`src/rtl/evbuf_pkg.sv`:
```
// Package: shared widths and the controller state type for the event
// buffer packer. Assumes the event buffer is a whole number of packets.
package evbuf_pkg;
    localparam int PAT_W  = 128;
    localparam int WORD_W = 16;
    localparam int TS_W   = 32;
    localparam int CMD_W  = 16;
    localparam int FLT_W  = 8;
    localparam int EVB_W  = 192;
    localparam int RSV_W  = EVB_W - PAT_W - TS_W - CMD_W - FLT_W - 1;
    localparam int NPKT   = EVB_W / WORD_W;

    typedef enum logic [1:0] {
        ST_IDLE  = 2'd0,
        ST_CHECK = 2'd1,
        ST_HOLD  = 2'd2,
        ST_SEND  = 2'd3
    } pk_state_t;
endpackage

```
`src/rtl/evbuf_csum.sv`:
```
// Module: ones-complement checksum verdict over a pattern buffer.
// The sum of all words but the last (word 0 at the top bits) is folded with
// end-around carry and compared with the last word. Purely combinational;
// assumes PAT_W is a multiple of WORD_W and holds at least two words.
module evbuf_csum #(
    parameter int PAT_W  = 128,
    parameter int WORD_W = 16
) (
    input  logic [PAT_W-1:0] data,
    output logic             mismatch
);
    localparam int NW = PAT_W / WORD_W;

    logic [WORD_W-1:0] acc [NW];
    logic [WORD_W-1:0] last_word;

    assign acc[0]    = data[PAT_W-1 -: WORD_W];
    assign last_word = data[WORD_W-1:0];

    // Chain of end-around-carry adders, one stage per summed word.
    for (genvar i = 1; i < NW - 1; i++) begin : g_sum
        logic [WORD_W:0] raw;
        assign raw    = {1'b0, acc[i-1]} + {1'b0, data[PAT_W-1-i*WORD_W -: WORD_W]};
        assign acc[i] = raw[WORD_W-1:0] + {{(WORD_W-1){1'b0}}, raw[WORD_W]};
    end

    // Verdict: the folded sum must equal the transmitted check word.
    assign mismatch = (acc[NW-2] != last_word);
endmodule

```
`src/rtl/evbuf_fault_acc.sv`:
```
// Module: sticky fault collector. Every cycle ORs the fault inputs into the
// window; on a clear cycle the window restarts with that cycle's inputs only,
// so nothing arriving during packing is lost. Synchronous active-low reset.
module evbuf_fault_acc #(
    parameter int FLT_W = 8
) (
    input  logic             clk,
    input  logic             rst_n,
    input  logic             restart,
    input  logic [FLT_W-1:0] fault_in,
    output logic [FLT_W-1:0] window
);
    // Window register: accumulate, or restart on a pack cycle.
    always_ff @(posedge clk) begin
        if (!rst_n)       window <= '0;
        else if (restart) window <= fault_in;
        else              window <= window | fault_in;
    end
endmodule

```
`src/rtl/evbuf_serializer.sv`:
```
// Module: sends a loaded buffer as back-to-back words, most significant
// word first, flags the first word, and pulses done after the last one.
// Assumes load only arrives while idle. Synchronous active-low reset.
module evbuf_serializer #(
    parameter int BUF_W  = 192,
    parameter int WORD_W = 16
) (
    input  logic              clk,
    input  logic              rst_n,
    input  logic              load,
    input  logic [BUF_W-1:0]  load_data,
    output logic [WORD_W-1:0] word,
    output logic              word_valid,
    output logic              word_first,
    output logic              finishing,
    output logic              done
);
    localparam int NPKT = BUF_W / WORD_W;
    localparam int CW   = $clog2(NPKT + 1);

    logic [BUF_W-1:0] shreg;
    logic [CW-1:0]    idx;
    logic             active;

    assign word       = shreg[BUF_W-1 -: WORD_W];
    assign word_valid = active;
    assign word_first = active && (idx == '0);
    assign finishing  = active && (idx == CW'(NPKT - 1));

    // Shift register and word index for the burst in progress.
    always_ff @(posedge clk) begin
        if (!rst_n) begin
            shreg  <= '0;
            idx    <= '0;
            active <= 1'b0;
        end else if (load) begin
            shreg  <= load_data;
            idx    <= '0;
            active <= 1'b1;
        end else if (active) begin
            shreg  <= {shreg[BUF_W-WORD_W-1:0], {WORD_W{1'b0}}};
            idx    <= idx + 1'b1;
            active <= !finishing;
        end
    end

    // One-cycle completion pulse after the final word.
    always_ff @(posedge clk) begin
        if (!rst_n) done <= 1'b0;
        else        done <= finishing;
    end
endmodule

```
`src/rtl/evbuf_packer.sv`:
```
// Module: event buffer assembler and packet sender (top).
// Captures a pattern buffer with its timestamp and command word, judges the
// checksum one cycle later, holds the assembled buffer ready until taken,
// merges the fault window at take time and streams the result as packets.
// Assumes one buffer in flight; extra strobes are dropped and reported.
module evbuf_packer
    import evbuf_pkg::*;
(
    input  logic              clk,
    input  logic              rst_n,
    input  logic              pat_valid,
    input  logic [PAT_W-1:0]  pat_data,
    input  logic [TS_W-1:0]   tstamp,
    input  logic [CMD_W-1:0]  app_cmd,
    input  logic [FLT_W-1:0]  fault_in,
    input  logic              take,
    output logic [WORD_W-1:0] pkt_data,
    output logic              pkt_valid,
    output logic              pkt_start,
    output logic              ready_flag,
    output logic              done_flag,
    output logic              overrun_flag
);
    pk_state_t         state;
    logic [PAT_W-1:0]  pat_q;
    logic [TS_W-1:0]   ts_q;
    logic [CMD_W-1:0]  cmd_q;
    logic              err_q;
    logic              csum_bad;
    logic [FLT_W-1:0]  flt_window;
    logic              accept;
    logic              pack;
    logic              ser_finishing;
    logic [EVB_W-1:0]  evbuf;

    assign accept     = pat_valid && (state == ST_IDLE);
    assign pack       = take && (state == ST_HOLD);
    assign ready_flag = (state == ST_HOLD);
    assign evbuf      = {pat_q, ts_q, cmd_q, flt_window, {RSV_W{1'b0}}, err_q};

    evbuf_csum #(.PAT_W(PAT_W), .WORD_W(WORD_W)) u_csum (
        .data     (pat_q),
        .mismatch (csum_bad)
    );

    evbuf_fault_acc #(.FLT_W(FLT_W)) u_flt (
        .clk      (clk),
        .rst_n    (rst_n),
        .restart  (pack),
        .fault_in (fault_in),
        .window   (flt_window)
    );

    evbuf_serializer #(.BUF_W(EVB_W), .WORD_W(WORD_W)) u_ser (
        .clk        (clk),
        .rst_n      (rst_n),
        .load       (pack),
        .load_data  (evbuf),
        .word       (pkt_data),
        .word_valid (pkt_valid),
        .word_first (pkt_start),
        .finishing  (ser_finishing),
        .done       (done_flag)
    );

    // Controller: idle -> check -> hold (ready) -> send -> idle.
    always_ff @(posedge clk) begin
        if (!rst_n) begin
            state <= ST_IDLE;
        end else begin
            unique case (state)
                ST_IDLE:  if (pat_valid)     state <= ST_CHECK;
                ST_CHECK:                    state <= ST_HOLD;
                ST_HOLD:  if (take)          state <= ST_SEND;
                ST_SEND:  if (ser_finishing) state <= ST_IDLE;
                default:                     state <= ST_IDLE;
            endcase
        end
    end

    // Capture registers: pattern, timestamp and command at acceptance.
    always_ff @(posedge clk) begin
        if (!rst_n) begin
            pat_q <= '0;
            ts_q  <= '0;
            cmd_q <= '0;
        end else if (accept) begin
            pat_q <= pat_data;
            ts_q  <= tstamp;
            cmd_q <= app_cmd;
        end
    end

    // Checksum verdict register, set in the check cycle.
    always_ff @(posedge clk) begin
        if (!rst_n)                 err_q <= 1'b0;
        else if (state == ST_CHECK) err_q <= csum_bad;
    end

    // Overrun pulse for any strobe that arrives while busy.
    always_ff @(posedge clk) begin
        if (!rst_n) overrun_flag <= 1'b0;
        else        overrun_flag <= pat_valid && (state != ST_IDLE);
    end
endmodule

```
`config.mk`:
```
export PLATFORM = sky130hd
export DESIGN_NAME = evbuf_packer
export DESIGN_NICKNAME = d
export VERILOG_FILES = /design/src/rtl/evbuf_pkg.sv /design/src/rtl/evbuf_csum.sv /design/src/rtl/evbuf_fault_acc.sv /design/src/rtl/evbuf_serializer.sv /design/src/rtl/evbuf_packer.sv
export SDC_FILE = /design/constraint.sdc
export NUM_CORES = 1
export LEC_CHECK = 0
export BUFFER_PORTS_ARGS = -buffer_cell sky130_fd_sc_hd__buf_2
export CORE_MARGIN = 2
export CORE_UTILIZATION = 41
export CTS_CLUSTER_SIZE = 40
export DETAILED_ROUTE_END_ITERATION = 7
export GPL_TIMING_DRIVEN = 0
export PLACE_DENSITY = 0.64
export SLEW_MARGIN = 20
export SYNTH_ARGS = -nofsm -noshare
export SYNTH_HDL_FRONTEND = slang
export SYNTH_SLANG_ARGS = --single-unit
```
`constraint.sdc`:
```
create_clock -name clk -period 19.7 [get_ports clk]
set_input_delay 3.94 -clock clk [delete_from_list [all_inputs] [get_ports clk]]
set_output_delay 3.94 -clock clk [all_outputs]
set_load 0.02 [all_outputs]
```
# After elaboration in Yosys (flattened, before gate mapping)

Cells that the tools add are included.

$add $sub $neg: 13
Equality and inequality tests: 8
Muxes and demuxes: 9
Bitwise gates (word level): 2
Reduce and logical (&&, ||, !) cells: 12

Operators with widths:

| operator                                              | number |
|---|---|
| two-way mux 192 bit                                   | 2 |
| adder 16 x 16 -> 17 bit                               | 6 |
| adder 16 x 1 -> 16 bit                                | 6 |
| inequality test 16 bit                                | 1 |
| two-way mux 8 bit                                     | 1 |
| bitwise OR 8 bit                                      | 1 |
| case mux 2 bit (4 select lines)                       | 1 |
| two-way mux 2 bit                                     | 3 |
| logical AND 1 bit                                     | 5 |
| adder 4 x 1 -> 4 bit, second input constant           | 1 |
| equality test 2 bit, second input constant            | 2 |
| equality test 4 bit, second input constant            | 1 |
| logical NOT 4 bit                                     | 1 |
| inequality test 2 bit, second input constant          | 2 |
| nonzero test 2 bit                                    | 2 |
| AND reduction 3 bit                                   | 1 |
| equality test 2 x 1 -> 1 bit, second input constant   | 1 |
| logical NOT 2 bit                                     | 1 |
| two-way mux 1 bit                                     | 2 |
| inequality test 2 x 1 -> 1 bit, second input constant | 1 |
| OR reduction 2 bit                                    | 1 |
| logical NOT 1 bit                                     | 1 |
| inverter 1 bit                                        | 1 |

Register bits: 379
Input port bits: 188
Output and inout port bits: 21
Logic and storage cells: 55

# Logic depth before layout (Yosys ltp)

Gate-level depths: netlist of the first run.

Depth in word-level cells: 13
Mapped depth: 99
Gate-level depth less buffers: 97

# By module

Synthesis of the first run repeated with hierarchy kept, for this count alone.

Cell total of the unflattened synthesis: 2514
Area total of the unflattened synthesis: 23120.9 µm²

Modules (own cells, without submodules):

| module           | instances | cells an instance | area an instance (µm²) | seq. area each (µm²) |
|---|---|---|---|---|
| evbuf_serializer | 1         | 899               | 10025.9                | 3963.8 |
| evbuf_packer     | 1         | 790               | 6770.2                 | 3603.5 |
| evbuf_csum       | 1         | 800               | 6049.6                 | 0.0 |
| evbuf_fault_acc  | 1         | 25                | 275.3                  | 160.2 |

# Least setup slack after synthesis of the first run

Ideal clock, no wire load.

Path kind: reg-to-reg
From: register pat_q[96]
To: register err_q
Setup time: 127 ps
Arrival time: 15963 ps
Required time: 19573 ps
Path slack: 3611 ps
Stages on the path, launching flop included: 99
Buffers on the path: 3
Clock period less this slack: 16089 ps
Path through: dfxtp_1 -> ha_1 -> inv_1 -> fa_1 -> nor2b_1 -> o21ai_1 -> a21boi_2 -> o21ai_1 -> a21oi_2 -> a31o_2 -> a21o_1 -> a21oi_1 -> o21bai_1 -> a21o_1 -> ha_1 -> nand3_1 -> nor2_4 -> and2_1 -> (+63 left out) -> buf_6 -> a21oi_2 -> nand2_1 -> o21a_1 -> buf_6 -> a211o_1 -> a31o_2 -> a21o_1 -> ha_1 -> and3_1 -> o211ai_1 -> o22ai_2 -> and4_1 -> xnor3_1 -> a22oi_1 -> o32a_1 -> o22ai_1 -> a31oi_1

Word-level cells in the longest chain between the ends: 13

Ends and longest elaborated chain:

| what                    | RTL line           | source |
|---|---|---|
| from (decl)             | evbuf_packer.sv:25 | `logic [PAT_W-1:0] pat_q;` |
| from (signal assigned)  | evbuf_packer.sv:88 | `pat_q <= pat_data;` |
| adder 16 x 16 -> 17 bit | evbuf_csum.sv:23   | `assign raw = {1'b0, acc[i-1]} + {1'b0, data[PAT_W-1-i*WORD_W -: WORD_W]};` |
| adder 16 x 1 -> 16 bit  | evbuf_csum.sv:24   | `assign acc[i] = raw[WORD_W-1:0] + {{(WORD_W-1){1'b0}}, raw[WORD_W]};` |
| adder 16 x 16 -> 17 bit | evbuf_csum.sv:23   |  |
| adder 16 x 1 -> 16 bit  | evbuf_csum.sv:24   |  |
| adder 16 x 16 -> 17 bit | evbuf_csum.sv:23   |  |
| adder 16 x 1 -> 16 bit  | evbuf_csum.sv:24   |  |
| adder 16 x 16 -> 17 bit | evbuf_csum.sv:23   |  |
| adder 16 x 1 -> 16 bit  | evbuf_csum.sv:24   |  |
| adder 16 x 16 -> 17 bit | evbuf_csum.sv:23   |  |
| adder 16 x 1 -> 16 bit  | evbuf_csum.sv:24   |  |
| adder 16 x 16 -> 17 bit | evbuf_csum.sv:23   |  |
| adder 16 x 1 -> 16 bit  | evbuf_csum.sv:24   |  |
| inequality test 16 bit  | evbuf_csum.sv:28   | `assign mismatch = (acc[NW-2] != last_word);` |
| to (signal assigned)    | evbuf_packer.sv:97 | `else if (state == ST_CHECK) err_q <= csum_bad;` |
| to (decl)               | evbuf_packer.sv:28 | `logic err_q;` |

Every way passes these cells.
A chain may end at the register's enable or synchronous reset.

# Worst setup path in the final report of the first run

From: register pat_q[112]
To: register err_q

The elaborated chain is that of the path after synthesis.

==> key figures, run 1 <==
Outcome
  – Status: complete, no violations

Clock tree
  – Clock root cell: clkbuf_16
  – CTS Buffer Depth: 3
  – Clock slew at reported path FFs: 0.06 ns
  – Clock Sinks: 379
  – CTS tree: yes
  – H-tree depth: 2
  – Latest clock arrival within the worst-skew pair: 0.58 ns
  – CTS Buf Count: 43

Detailed routing
  – DRT iter0 DRCs: 1160
  – WL final: 64880 microns
  – Vias per cell: 5.466
  – Remaining DRCs: 0
  – Vias: 19.03k
  – Detail Route Antenna Nets: 0
  – First-pass iteration count of the detailed router: 5
  – Wire length per cell: 18.64 microns

Timing
  – Max Freq: 53.94 MHz
  – Worst rel slew slack: 24.94%
  – Tmin final: 18.54 ns
  – Slew Limit Fails: 0
  – Worst-Margin Slew: 1.126 ns
  – Final setup vio count: 0
  – Period utilization: 94.11%
  – Worst setup margin: 1.160 ns
  – Fin Clk Skew: 0.02308 ns
  – Final Hold Fails: 0
  – Worst hold slack: 0.4576 ns

Yosys
  – Syn_nets: 2831
  – Seq/Total Area, Yosys: 36.08%
  – Avg Cell Area, Syn: 8.345 sq um
  – Dominant synthesized flop cell: dfxtp_1
  – Seq cells post-synth: 379
  – Ys Warns: 0
  – Post-synth EDFFs: 0
  – Netlist cell types: 89
  – Post-synth ARST share: 0%
  – Post-Syn Area: 21030 sq um
  – Mapped Cells: 2520

Placement
  – Dpl cell area: 22910 sq um
  – Dpl ws: 0.4242 ns
  – Post-DP HPWL: 50700 microns
  – Port Buffers: 208
  – DP Cell Count: 3400
  – Routability cong.: 0.9176

Layout
  – Most common cell after layout, fill and taps aside: nand2_1
  – Area grow syn2layout: 16.15%
  – Inserted Diodes: 0
  – Fin cells: 3481
  – Layout cells sized above 1: 12.74%
  – Final core occ: 48.48%
  – Commonest cells after routing, fill and taps aside: 417 x nand2_1, 379 x dfxtp_1, 252 x a21oi_1
  – Fin nets: 3089
  – Final instance area: 24420 sq um

Setup path
  – CP top delay family: compound AO/OA/AOI/OAI gates
  – WP depth: 91
  – Crit-path max FO: 8
  – Reg2Reg Setup Slack: 1.16 ns
  – Worst Setup End Kind: flip-flop
  – Crit Path Class: reg2reg
  – Worst setup path start: pat_q[112]
  – Slowest stage cell, crit path: a2111o_1
  – Reg2Reg Depth: 91
  – CP Data Required Time: 20.17 ns
  – Most frequent CP cell: ha_1
  – FF-to-FF Start: pat_q[112]
  – Buf/Inv on CP: 4
  – Crit path DAT: 19.01 ns
  – Critical Path Sink: err_q
  – Critical Path Max Stage Delay: 0.45 ns
  – Startpoint class of the critical path: flip-flop
  – R2R Path End: err_q

GRT
  – Initial antenna violation count: 0
  – Grt ovf: 0
  – First-pass GRT wire length: 100700 microns
  – Vias in the first global route: 18.46k
  – Largest net degree at the start of global routing: 13
  – Total track usage: 23.82%

Floorplan
  – Core ar.: 50380 sq um
  – Initial Util: 41.74%
  – Row Count: 82
  – Die H: 230.5 microns
  – Io pins: 209
  – Horiz. Die Dim: 230.5 microns
  – Die area: 53120 sq um

Power and ir drop
  – PwrDens: 197.1 nW/um^2
  – Leakage: 9.915 nW
  – Worst vdd ir: 0.1308 mV

Run
  – Max-Cap Viols: 0

Hold path
  – Min-delay worst type: reg2reg
## metrics by stage
| stage | power (mW) | setup TNS (ns) |
|---|---|---|
| 2_1_floorplan | 3.263 | 0 |
| 3_3_place_gp | 3.864 | 0 |
| 3_5_place_dp | 3.934 | 0 |
| 4_1_cts | 4.742 | 0 |
| 5_1_grt | 5.188 | -0.1155 |
| 6_report | 4.815 | 0 |
## power by group
group          internal, mW  switching (mW)
clock network         0.458           0.332
logic                  1.16            1.79
registers             0.922           0.153
## flip-flops by register name, summed over array words and instances (netlist names), 2 cells and up
signal        cells
ts_q             32
u_ser.shreg     185
pat_q           128
u_ser.idx         4
state             2
cmd_q            16
u_flt.window      8
## cell families after synthesis
logic type | count (synthesis) | synth area share, %
fa+ha+maj | 123 | 7.533
buf+inv | 214 | 4.201
mux | 174 | 8.282
simple gates | 861 | 18.06
flops | 379 | 36.08
compound gates | 610 | 19.05
xor+xnor | 159 | 6.789
## Yosys cell counts, types with 27 or more instances
library cell	count	share of area [%]
a21o_1	27	0.96
nor3_1	32	0.76
dfxtp_1	379	36
xnor2_1	89	3.7
nor2_1	238	4.2
inv_1	44	0.79
a21oi_1	254	6.0
o21ai_0	42	1.0
a211oi_1	174	6.2
mux2i_1	174	8.3
xor2_1	67	2.8
ha_1	117	7.0
clkbuf_1	127	2.3
nand3_1	27	0.64
nand2_1	417	7.4
## metal layers
| layer | routed length (microns) | track usage, % | vias up | share of wire (%) |
|---|---|---|---|---|
| met3 | 3514 | 3.323 | 107 | 5.4 |
| li1 | - | - | 9394 | - |
| met4 | 1883 | 7.520 | 0 | 2.9 |
| met5 | 0 | 0 | - | 0 |
| met2 | 28590 | 37.96 | 524 | 44 |
| met1 | 30890 | 33.24 | 9003 | 48 |
## worst min-delay path: cells and delay by family, from the launching register on
| kind | cells | cell delay, ns |
|---|---|---|
| DFF | 1 | 0.31 |
| AOI/OAI and AO/OA | 1 | 0.05 |
| and+or+nand+nor | 1 | 0.05 |
## repair_timing
item,CTS,global route
resized for setup,0,19
hold buffers,0,0
setup endpoints to repair,0,1
buffers inserted,0,5
## worst min path at each step
stage / start / endpoint / slack [ns] / depth (start not counted)
2_1_floorplan: err_q / u_ser.shreg[0] / 0.43 / 2
3_3_place_gp: cmd_q[7] / u_ser.shreg[23] / 0.45 / 2
3_5_place_dp: cmd_q[12] / cmd_q[12] / 0.45 / 2
4_1_cts: cmd_q[12] / cmd_q[12] / 0.46 / 2
5_1_grt: cmd_q[0] / cmd_q[0] / 0.48 / 2
6_report: ts_q[21] / ts_q[21] / 0.46 / 2
## area by class of cell
| type | instances | area [sq um] |
|---|---|---|
| buffer | 169 | 716.9 |
| timing repair buffer | 213 | 1079 |
| fill | 4846 | 25950 |
| clock buffer | 64 | 1266 |
| tap | 672 | 840.8 |
| clock inverter | 12 | 107.6 |
| multi-input combinational | 1927 | 12660 |
| inverter | 45 | 168.9 |
| sequential | 379 | 7587 |
(Power assumes the default switching activity.)
==> inputs of run 2 (changes only) <==
--- a/config.mk
+++ b/config.mk
@@ -5,7 +5,7 @@
 export SDC_FILE = /design/constraint.sdc
 export NUM_CORES = 1
 export LEC_CHECK = 0
-export BUFFER_PORTS_ARGS = -buffer_cell sky130_fd_sc_hd__buf_2
+export BUFFER_PORTS_ARGS = -buffer_cell sky130_fd_sc_hd__buf_4
 export CORE_MARGIN = 2
 export CORE_UTILIZATION = 41
 export CTS_CLUSTER_SIZE = 40
==> key figures, run 2 (synthesized netlist as in run 1, its figures left out) <==
Timing
  – Tmin final: 18.65 ns (+0.1058 ns)
  – Worst setup margin: 1.055 ns (-0.1058 ns)
  – Worst-Margin Slew: 1.088 ns (-0.03781 ns)
  – Slew Limit Fails: 0 (unchanged)
  – Final setup vio count: 0 (unchanged)
  – Worst hold slack: 0.4540 ns (-0.003634 ns)
  – Max Freq: 53.63 MHz (-0.57%)
  – Period utilization: 94.65% (+0.54 points)
  – Final Hold Fails: 0 (unchanged)
  – Fin Clk Skew: 0.02673 ns (+0.003641 ns)
  – Worst rel slew slack: 27.46% (+2.5 points)

Detailed routing
  – Detail Route Antenna Nets: 0 (unchanged)
  – WL final: 65220 microns (+0.51%)
  – Wire length per cell: 18.70 microns (+0.31%)
  – First-pass iteration count of the detailed router: 6 (+1)
  – Vias: 19.19k (+0.86%)
  – Vias per cell: 5.502 (+0.66%)
  – Remaining DRCs: 0 (unchanged)
  – DRT iter0 DRCs: 1497 (+29%)

Layout
  – Most common cell after layout, fill and taps aside: nand2_1
  – Max FFs per register: 185 (unchanged)
  – Reg with most FFs: u_ser.shreg
  – Final core occ: 49.60% (+1.1 points)
  – Layout cells sized above 1: 12.86% (+0.11 points)
  – Top flop regs: u_ser.shreg: 185 flops, pat_q: 128 flops, ts_q: 32 flops
  – Fin nets: 3094 (+0.16%)
  – Fin cells: 3488 (+0.20%)
  – Inserted Diodes: 0 (unchanged)
  – Area grow syn2layout: 18.81%
  – Commonest cells after routing, fill and taps aside: 417 x nand2_1, 379 x dfxtp_1, 253 x a21oi_1

Setup path
  – Crit Path Class: reg2reg
  – CP top delay family: compound AO/OA/AOI/OAI gates
  – Slowest stage cell, crit path: a2111o_1
  – Reg2Reg Depth: 95 (+4.4%)
  – R2R Path End: err_q
  – Critical Path Max Stage Delay: 0.49 ns (+0.04 ns)
  – Crit path DAT: 19.09 ns (+0.08 ns)
  – CP Data Required Time: 20.15 ns (-0.02 ns)
  – Crit-path max FO: 8 (unchanged)
  – Most frequent CP cell: ha_1
  – Reg2Reg Setup Slack: 1.05 ns (-0.11 ns)
  – FF-to-FF Start: pat_q[112]
  – Startpoint class of the critical path: flip-flop
  – Buf/Inv on CP: 6 (+2)
  – Worst Setup End Kind: flip-flop

GRT
  – Vias in the first global route: 18.88k (+2.3%)
  – M1 GR Usage: 33.22% (about the same)
  – Total track usage: 23.93% (+0.11 points)
  – Largest net degree at the start of global routing: 14 (+1)
  – M3 GR Usage: 3.310% (-0.012 points)
  – Met2 Resource Use GR: 37.81% (-0.15 points)
  – Grt ovf: 0 (unchanged)
  – First-pass GRT wire length: 101500 microns (+0.75%)
  – Initial antenna violation count: 3 (+3)
  – Most used routing layer: met2

Power and ir drop
  – Sw Pwr: 2.252 mW (-0.80%)
  – Int Pwr: 2.554 mW (+0.37%)
  – Sw Share: 46.85% (-0.29 points)
  – Clock power frac: 16.3% (about the same)
  – Comb power frac: 61.3% (about the same)
  – Leakage: 10.10 nW (+1.8%)
  – Worst vdd ir: 0.1291 mV (-1.3%)
  – PwrDens: 192.4 nW/um^2 (-2.4%)
  – Reg power frac: 22.4% (about the same)

Clock tree
  – Clock slew at reported path FFs: 0.06 ns (about the same)
  – CTS Buf Count: 42 (-2.3%)
  – H-tree depth: 2 (unchanged)
  – Hold buffers post-CTS: 0 (unchanged)
  – Clock root cell: clkbuf_16
  – CTS tree: yes
  – Clock Sinks: 379 (unchanged)
  – Latest clock arrival within the worst-skew pair: 0.58 ns (about the same)
  – CTS Buffer Depth: 3 (unchanged)

Hold path
  – Hold Crit Depth: 2 (unchanged)
  – Min-delay worst type: reg2reg
  – Hold Startpoint: cmd_q[4]
  – Hold Path Sink: u_ser.shreg[20]

Placement
  – Post-DP HPWL: 51130 microns (+0.84%)
  – Dpl ws: 0.6194 ns (+0.1952 ns)
  – DP Cell Count: 3400 (unchanged)
  – Routability cong.: 0.9088 (-0.96%)
  – Port Buffers: 208 (unchanged)

Run
  – Max-Cap Viols: 0 (unchanged)

Floorplan
  – Initial Util: 41.74% (unchanged)
  – Io pins: 209 (unchanged)
  – Die H: 230.5 microns (unchanged)
  – Core ar.: 50380 sq um (unchanged)
  – Row Count: 82 (unchanged)
  – Die area: 53120 sq um (unchanged)
  – Horiz. Die Dim: 230.5 microns (unchanged)

Outcome
  – Status: complete, no violations
-- run 2: cell types whose count changed in the layout (fill, tap and decap cells not counted), moves of 3 or more --
| cell | previous run | this run |
|---|---|---|
| buf_4 | 22 | 236 |
| buf_2 | 209 | 1 |
| clkinv_2 | 7 | 4 |
| clkinv_4 | 1 | 4 |
-- run 2: how the worst max path moves through the flow --
stage / startpoint / end / slack (ns) / depth (start not counted)
global route: pat_q[112] / err_q / -0.16 / 98
floorplan: pat_q[96] / err_q / 3.61 / 98
CTS: pat_q[112] / err_q / 0.49 / 96
global placement: pat_q[96] / err_q / 0.88 / 96
detailed placement: pat_q[96] / err_q / 0.62 / 96
finish: pat_q[112] / err_q / 1.05 / 95
-- run 2: cell type report --
type / count / area [sq um]
inverter: 45 / 168.9
fill: 4804 / 25390
tap: 672 / 840.8
clock buffer: 67 / 1276
timing repair buffer: 219 / 1644
multi-input combinational: 1927 / 12650
sequential: 379 / 7587
clock inverter: 10 / 105.1
buffer: 169 / 716.9
-- run 2: power by group through the flow --
stage / Sequential, mW / Combinational (mW) / Clock [mW]
floorplan: 1.01 / 2.25 / 0
global placement: 1.09 / 2.80 / 0
detailed placement: 1.09 / 2.86 / 0
CTS: 1.07 / 2.88 / 0.795
global route: 1.09 / 3.27 / 0.827
finish: 1.08 / 2.95 / 0.783
-- run 2: repair_timing --
item | in CTS | in global routing
resized for setup | 0 | 19
setup endpoints to repair | 0 | 1
buffers inserted | 0 | 11
endpoints found under the hold margin | 0 | 0
-- run 2: worst register-to-register path: cells and delay by family, from the launching register on --
family | cells | cell delay (ns)
DFF | 1 | 0.39
AOI/OAI and AO/OA | 42 | 8.03
muxes | 2 | 0.34
buffers and inverters | 6 | 0.88
adders and majority gates | 16 | 4.25
xor gates and xnor gates | 4 | 0.65
and+or+nand+nor | 25 | 3.97
-- run 2: layer usage --
layer,up-vias,part of all wire (%)
li1,9386,-
met1,9120,47
met2,552,44
met3,134,5.7
met4,0,3.5
met5,-,0
-- run 2: metrics by stage --
step / power [mW] / TNS [ns] / area, sq um
after global routing: 5.185 / -0.1558 / 24990
final: 4.806 / 0 / 24990
after detailed placement: 3.950 / 0 / 23430
after CTS: 4.753 / 0 / 24820
after global placement: 3.889 / 0 / 23430
after floorplan: 3.263 / 0 / 21030
==> inputs of run 3 (changes only) <==
--- a/config.mk
+++ b/config.mk
@@ -6,13 +6,16 @@
 export NUM_CORES = 1
 export LEC_CHECK = 0
 export BUFFER_PORTS_ARGS = -buffer_cell sky130_fd_sc_hd__buf_4
+export CELL_PAD_IN_SITES_DETAIL_PLACEMENT = 1
+export CELL_PAD_IN_SITES_GLOBAL_PLACEMENT = 1
 export CORE_MARGIN = 2
 export CORE_UTILIZATION = 41
 export CTS_CLUSTER_SIZE = 40
 export DETAILED_ROUTE_END_ITERATION = 7
 export GPL_TIMING_DRIVEN = 0
-export PLACE_DENSITY = 0.64
+export PLACE_DENSITY = 0.79
 export SLEW_MARGIN = 20
 export SYNTH_ARGS = -nofsm -noshare
 export SYNTH_HDL_FRONTEND = slang
 export SYNTH_SLANG_ARGS = --single-unit
+export TNS_END_PERCENT = 100
==> constraint.sdc (replaced) <==
create_clock -name clk -period 19.7 [get_ports clk]
set_input_delay 3.94 -clock clk [delete_from_list [all_inputs] [get_ports clk]]
set_output_delay 3.94 -clock clk [all_outputs]
set_load 0.005 [all_outputs]
==> key figures, run 3 (synthesized netlist as in run 1, its figures left out) <==
Outcome
  – Status: complete, no violations

Power and ir drop
  – Int Pwr: 2.577 mW (+0.87%)
  – Clock power frac: 16.5% (+0.2 points)
  – Worst vdd ir: 0.1198 mV (-7.3%)
  – Sw Pwr: 2.348 mW (+4.3%)
  – Reg power frac: 22.0% (-0.4 points)
  – Comb power frac: 61.5% (+0.2 points)
  – Sw Share: 47.68% (+0.83 points)
  – PwrDens: 196.7 nW/um^2 (+2.3%)
  – Leakage: 10.13 nW (+0.32%)

Detailed routing
  – WL final: 72210 microns (+11%)
  – Remaining DRCs: 0 (unchanged)
  – Detail Route Antenna Nets: 0 (unchanged)
  – Wire length per cell: 20.69 microns (+11%)
  – First-pass iteration count of the detailed router: 6 (unchanged)
  – Vias per cell: 5.570 (+1.2%)
  – DRT iter0 DRCs: 1049 (-30%)
  – Vias: 19.44k (+1.3%)

Clock tree
  – H-tree depth: 2 (unchanged)
  – Clock root cell: clkbuf_16
  – Clock slew at reported path FFs: 0.06 ns (about the same)
  – CTS Buffer Depth: 3 (unchanged)
  – Hold buffers post-CTS: 0 (unchanged)
  – Latest clock arrival within the worst-skew pair: 0.59 ns (about the same)
  – CTS Buf Count: 44 (+4.8%)
  – Clock Sinks: 379 (unchanged)
  – CTS tree: yes

GRT
  – Grt ovf: 0 (unchanged)
  – Vias in the first global route: 20.52k (+8.7%)
  – Total track usage: 26.60% (+2.7 points)
  – Initial antenna violation count: 1 (-2)
  – First-pass GRT wire length: 112300 microns (+11%)
  – Largest net degree at the start of global routing: 13 (-1)

Placement
  – Port Buffers: 208 (unchanged)
  – Dpl ws: 0.3201 ns (-0.2993 ns)
  – Routability cong.: 0.8772 (-3.5%)
  – DP Cell Count: 3400 (unchanged)
  – Dpl cell area: 23430 sq um (unchanged)
  – Post-DP HPWL: 56260 microns (+10%)

Setup path
  – CP Data Required Time: 20.09 ns (-0.06 ns)
  – Reg2Reg Depth: 94 (-1.1%)
  – Crit path DAT: 19.07 ns (-0.02 ns)
  – Slowest stage cell, crit path: or3_1
  – CP top delay family: compound AO/OA/AOI/OAI gates
  – Reg2Reg Setup Slack: 1.02 ns (-0.04 ns)
  – Crit-path max FO: 8 (unchanged)
  – Most frequent CP cell: ha_1
  – Startpoint class of the critical path: flip-flop
  – Worst Setup End Kind: flip-flop
  – Crit Path Class: reg2reg
  – Critical Path Max Stage Delay: 0.42 ns (-0.07 ns)
  – R2R Path End: err_q
  – FF-to-FF Start: pat_q[112]
  – WP depth: 94 (-1.1%)
  – Buf/Inv on CP: 5 (-1)

Timing
  – Worst-Margin Slew: 0.9403 ns (-0.1477 ns)
  – Final setup vio count: 0 (unchanged)
  – Period utilization: 94.83% (+0.18 points)
  – Final Hold Fails: 0 (unchanged)
  – Worst rel slew slack: 37.31% (+9.8 points)
  – Slew Limit Fails: 0 (unchanged)
  – Worst hold slack: 0.4583 ns (+0.004360 ns)
  – Max Freq: 53.53 MHz (-0.19%)
  – Fin Clk Skew: 0.01864 ns (-0.008088 ns)
  – Tmin final: 18.68 ns (+0.03553 ns)
  – Setup TNS: 0 ns (unchanged)
  – Worst setup margin: 1.019 ns (-0.03553 ns)

Floorplan
  – Core ar.: 50380 sq um (unchanged)
  – Die H: 230.5 microns (unchanged)
  – Row Count: 82 (unchanged)
  – Initial Util: 41.74% (unchanged)
  – Die area: 53120 sq um (unchanged)
  – Io pins: 209 (unchanged)
  – Horiz. Die Dim: 230.5 microns (unchanged)

Layout
  – Max FFs per register: 185 (unchanged)
  – Final instance area: 25040 sq um (+0.22%)
  – Fillers: 6017 (+25%)
  – Most common cell after layout, fill and taps aside: nand2_1
  – Commonest cells after routing, fill and taps aside: 417 x nand2_1, 379 x dfxtp_1, 251 x a21oi_1
  – Fin nets: 3096 (+0.065%)
  – Reg with most FFs: u_ser.shreg
  – Fin cells: 3490 (+0.057%)
  – Top flop regs: u_ser.shreg: 185 flops, pat_q: 128 flops, ts_q: 32 flops
  – Area grow syn2layout: 19.07%
  – Inserted Diodes: 0 (unchanged)
  – Layout cells sized above 1: 13.09% (+0.24 points)

Hold path
  – Hold Startpoint: ts_q[4]
  – Hold Path Sink: ts_q[4]
  – Hold Crit Depth: 2 (unchanged)
  – Min-delay worst type: reg2reg

Run
  – Max-Cap Viols: 0 (unchanged)
run 3: cell count changes in the layout (fill, tap and decap cells not counted), sizes merged:
| cell | change |
|---|---|
| clkinvlp | +1 |
| clkinv | +1 |
| clkbuf | -5 |
| inv | +2 |
| bufinv | +2 |
| buf | +1 |
run 3: how the worst max path moves through the flow:
stage	start	endpoint	slack, ns
final	pat_q[112]	err_q	1.02
after global routing	pat_q[112]	err_q	-0.15
after CTS	pat_q[112]	err_q	0.06
after detailed placement	pat_q[96]	err_q	0.32
after global placement	pat_q[112]	err_q	0.89
after floorplan	pat_q[96]	err_q	3.61
run 3: what timing repair did:
action,in CTS,in global routing
endpoints found under the hold margin,0,0
setup buffers,0,12
resized for setup,0,22
setup endpoints to repair,0,1
run 3: cell type report:
class	instances	area, sq um	area share, %
clock buffer	63	1242	4.962
timing repair buffer	220	1652	6.596
tap	672	840.8	3.358
sequential	379	7587	30.30
buffer	168	714.4	2.853
clock inverter	16	180.2	0.7196
inverter	45	168.9	0.6746
multi-input combinational	1927	12650	50.53
run 3: stage by stage:
step           power (mW)  util [%]
2_1_floorplan       3.252         -
3_3_place_gp        3.885     46.51
3_5_place_dp        4.019     46.52
4_1_cts             4.869     49.34
5_1_grt             5.291     49.70
6_report            4.925     49.70
run 3: worst reg2reg max path, delay by kind of cell (launching register included):
family,cells,cell delay (ns)
compound gates,44,8.05
xor+xnor,5,0.89
fa+ha+maj,17,4.29
buf+inv,5,0.73
flops,1,0.41
mux,2,0.46
simple gates,21,3.69
run 3: metal layers:
layer / part of all wire [%] / track usage (%)
met4: 2.4 / 7.460
met3: 4.4 / 2.705
met5: 0 / 0
met2: 47 / 45.37
met1: 46 / 35.68
run 3: power groups by stage:
stage,sequential [mW],combinational [mW],clock (mW)
2_1_floorplan,1.01,2.24,0
5_1_grt,1.10,3.34,0.858
4_1_cts,1.08,2.96,0.827
6_report,1.08,3.03,0.813
3_3_place_gp,1.09,2.80,0
3_5_place_dp,1.09,2.92,0
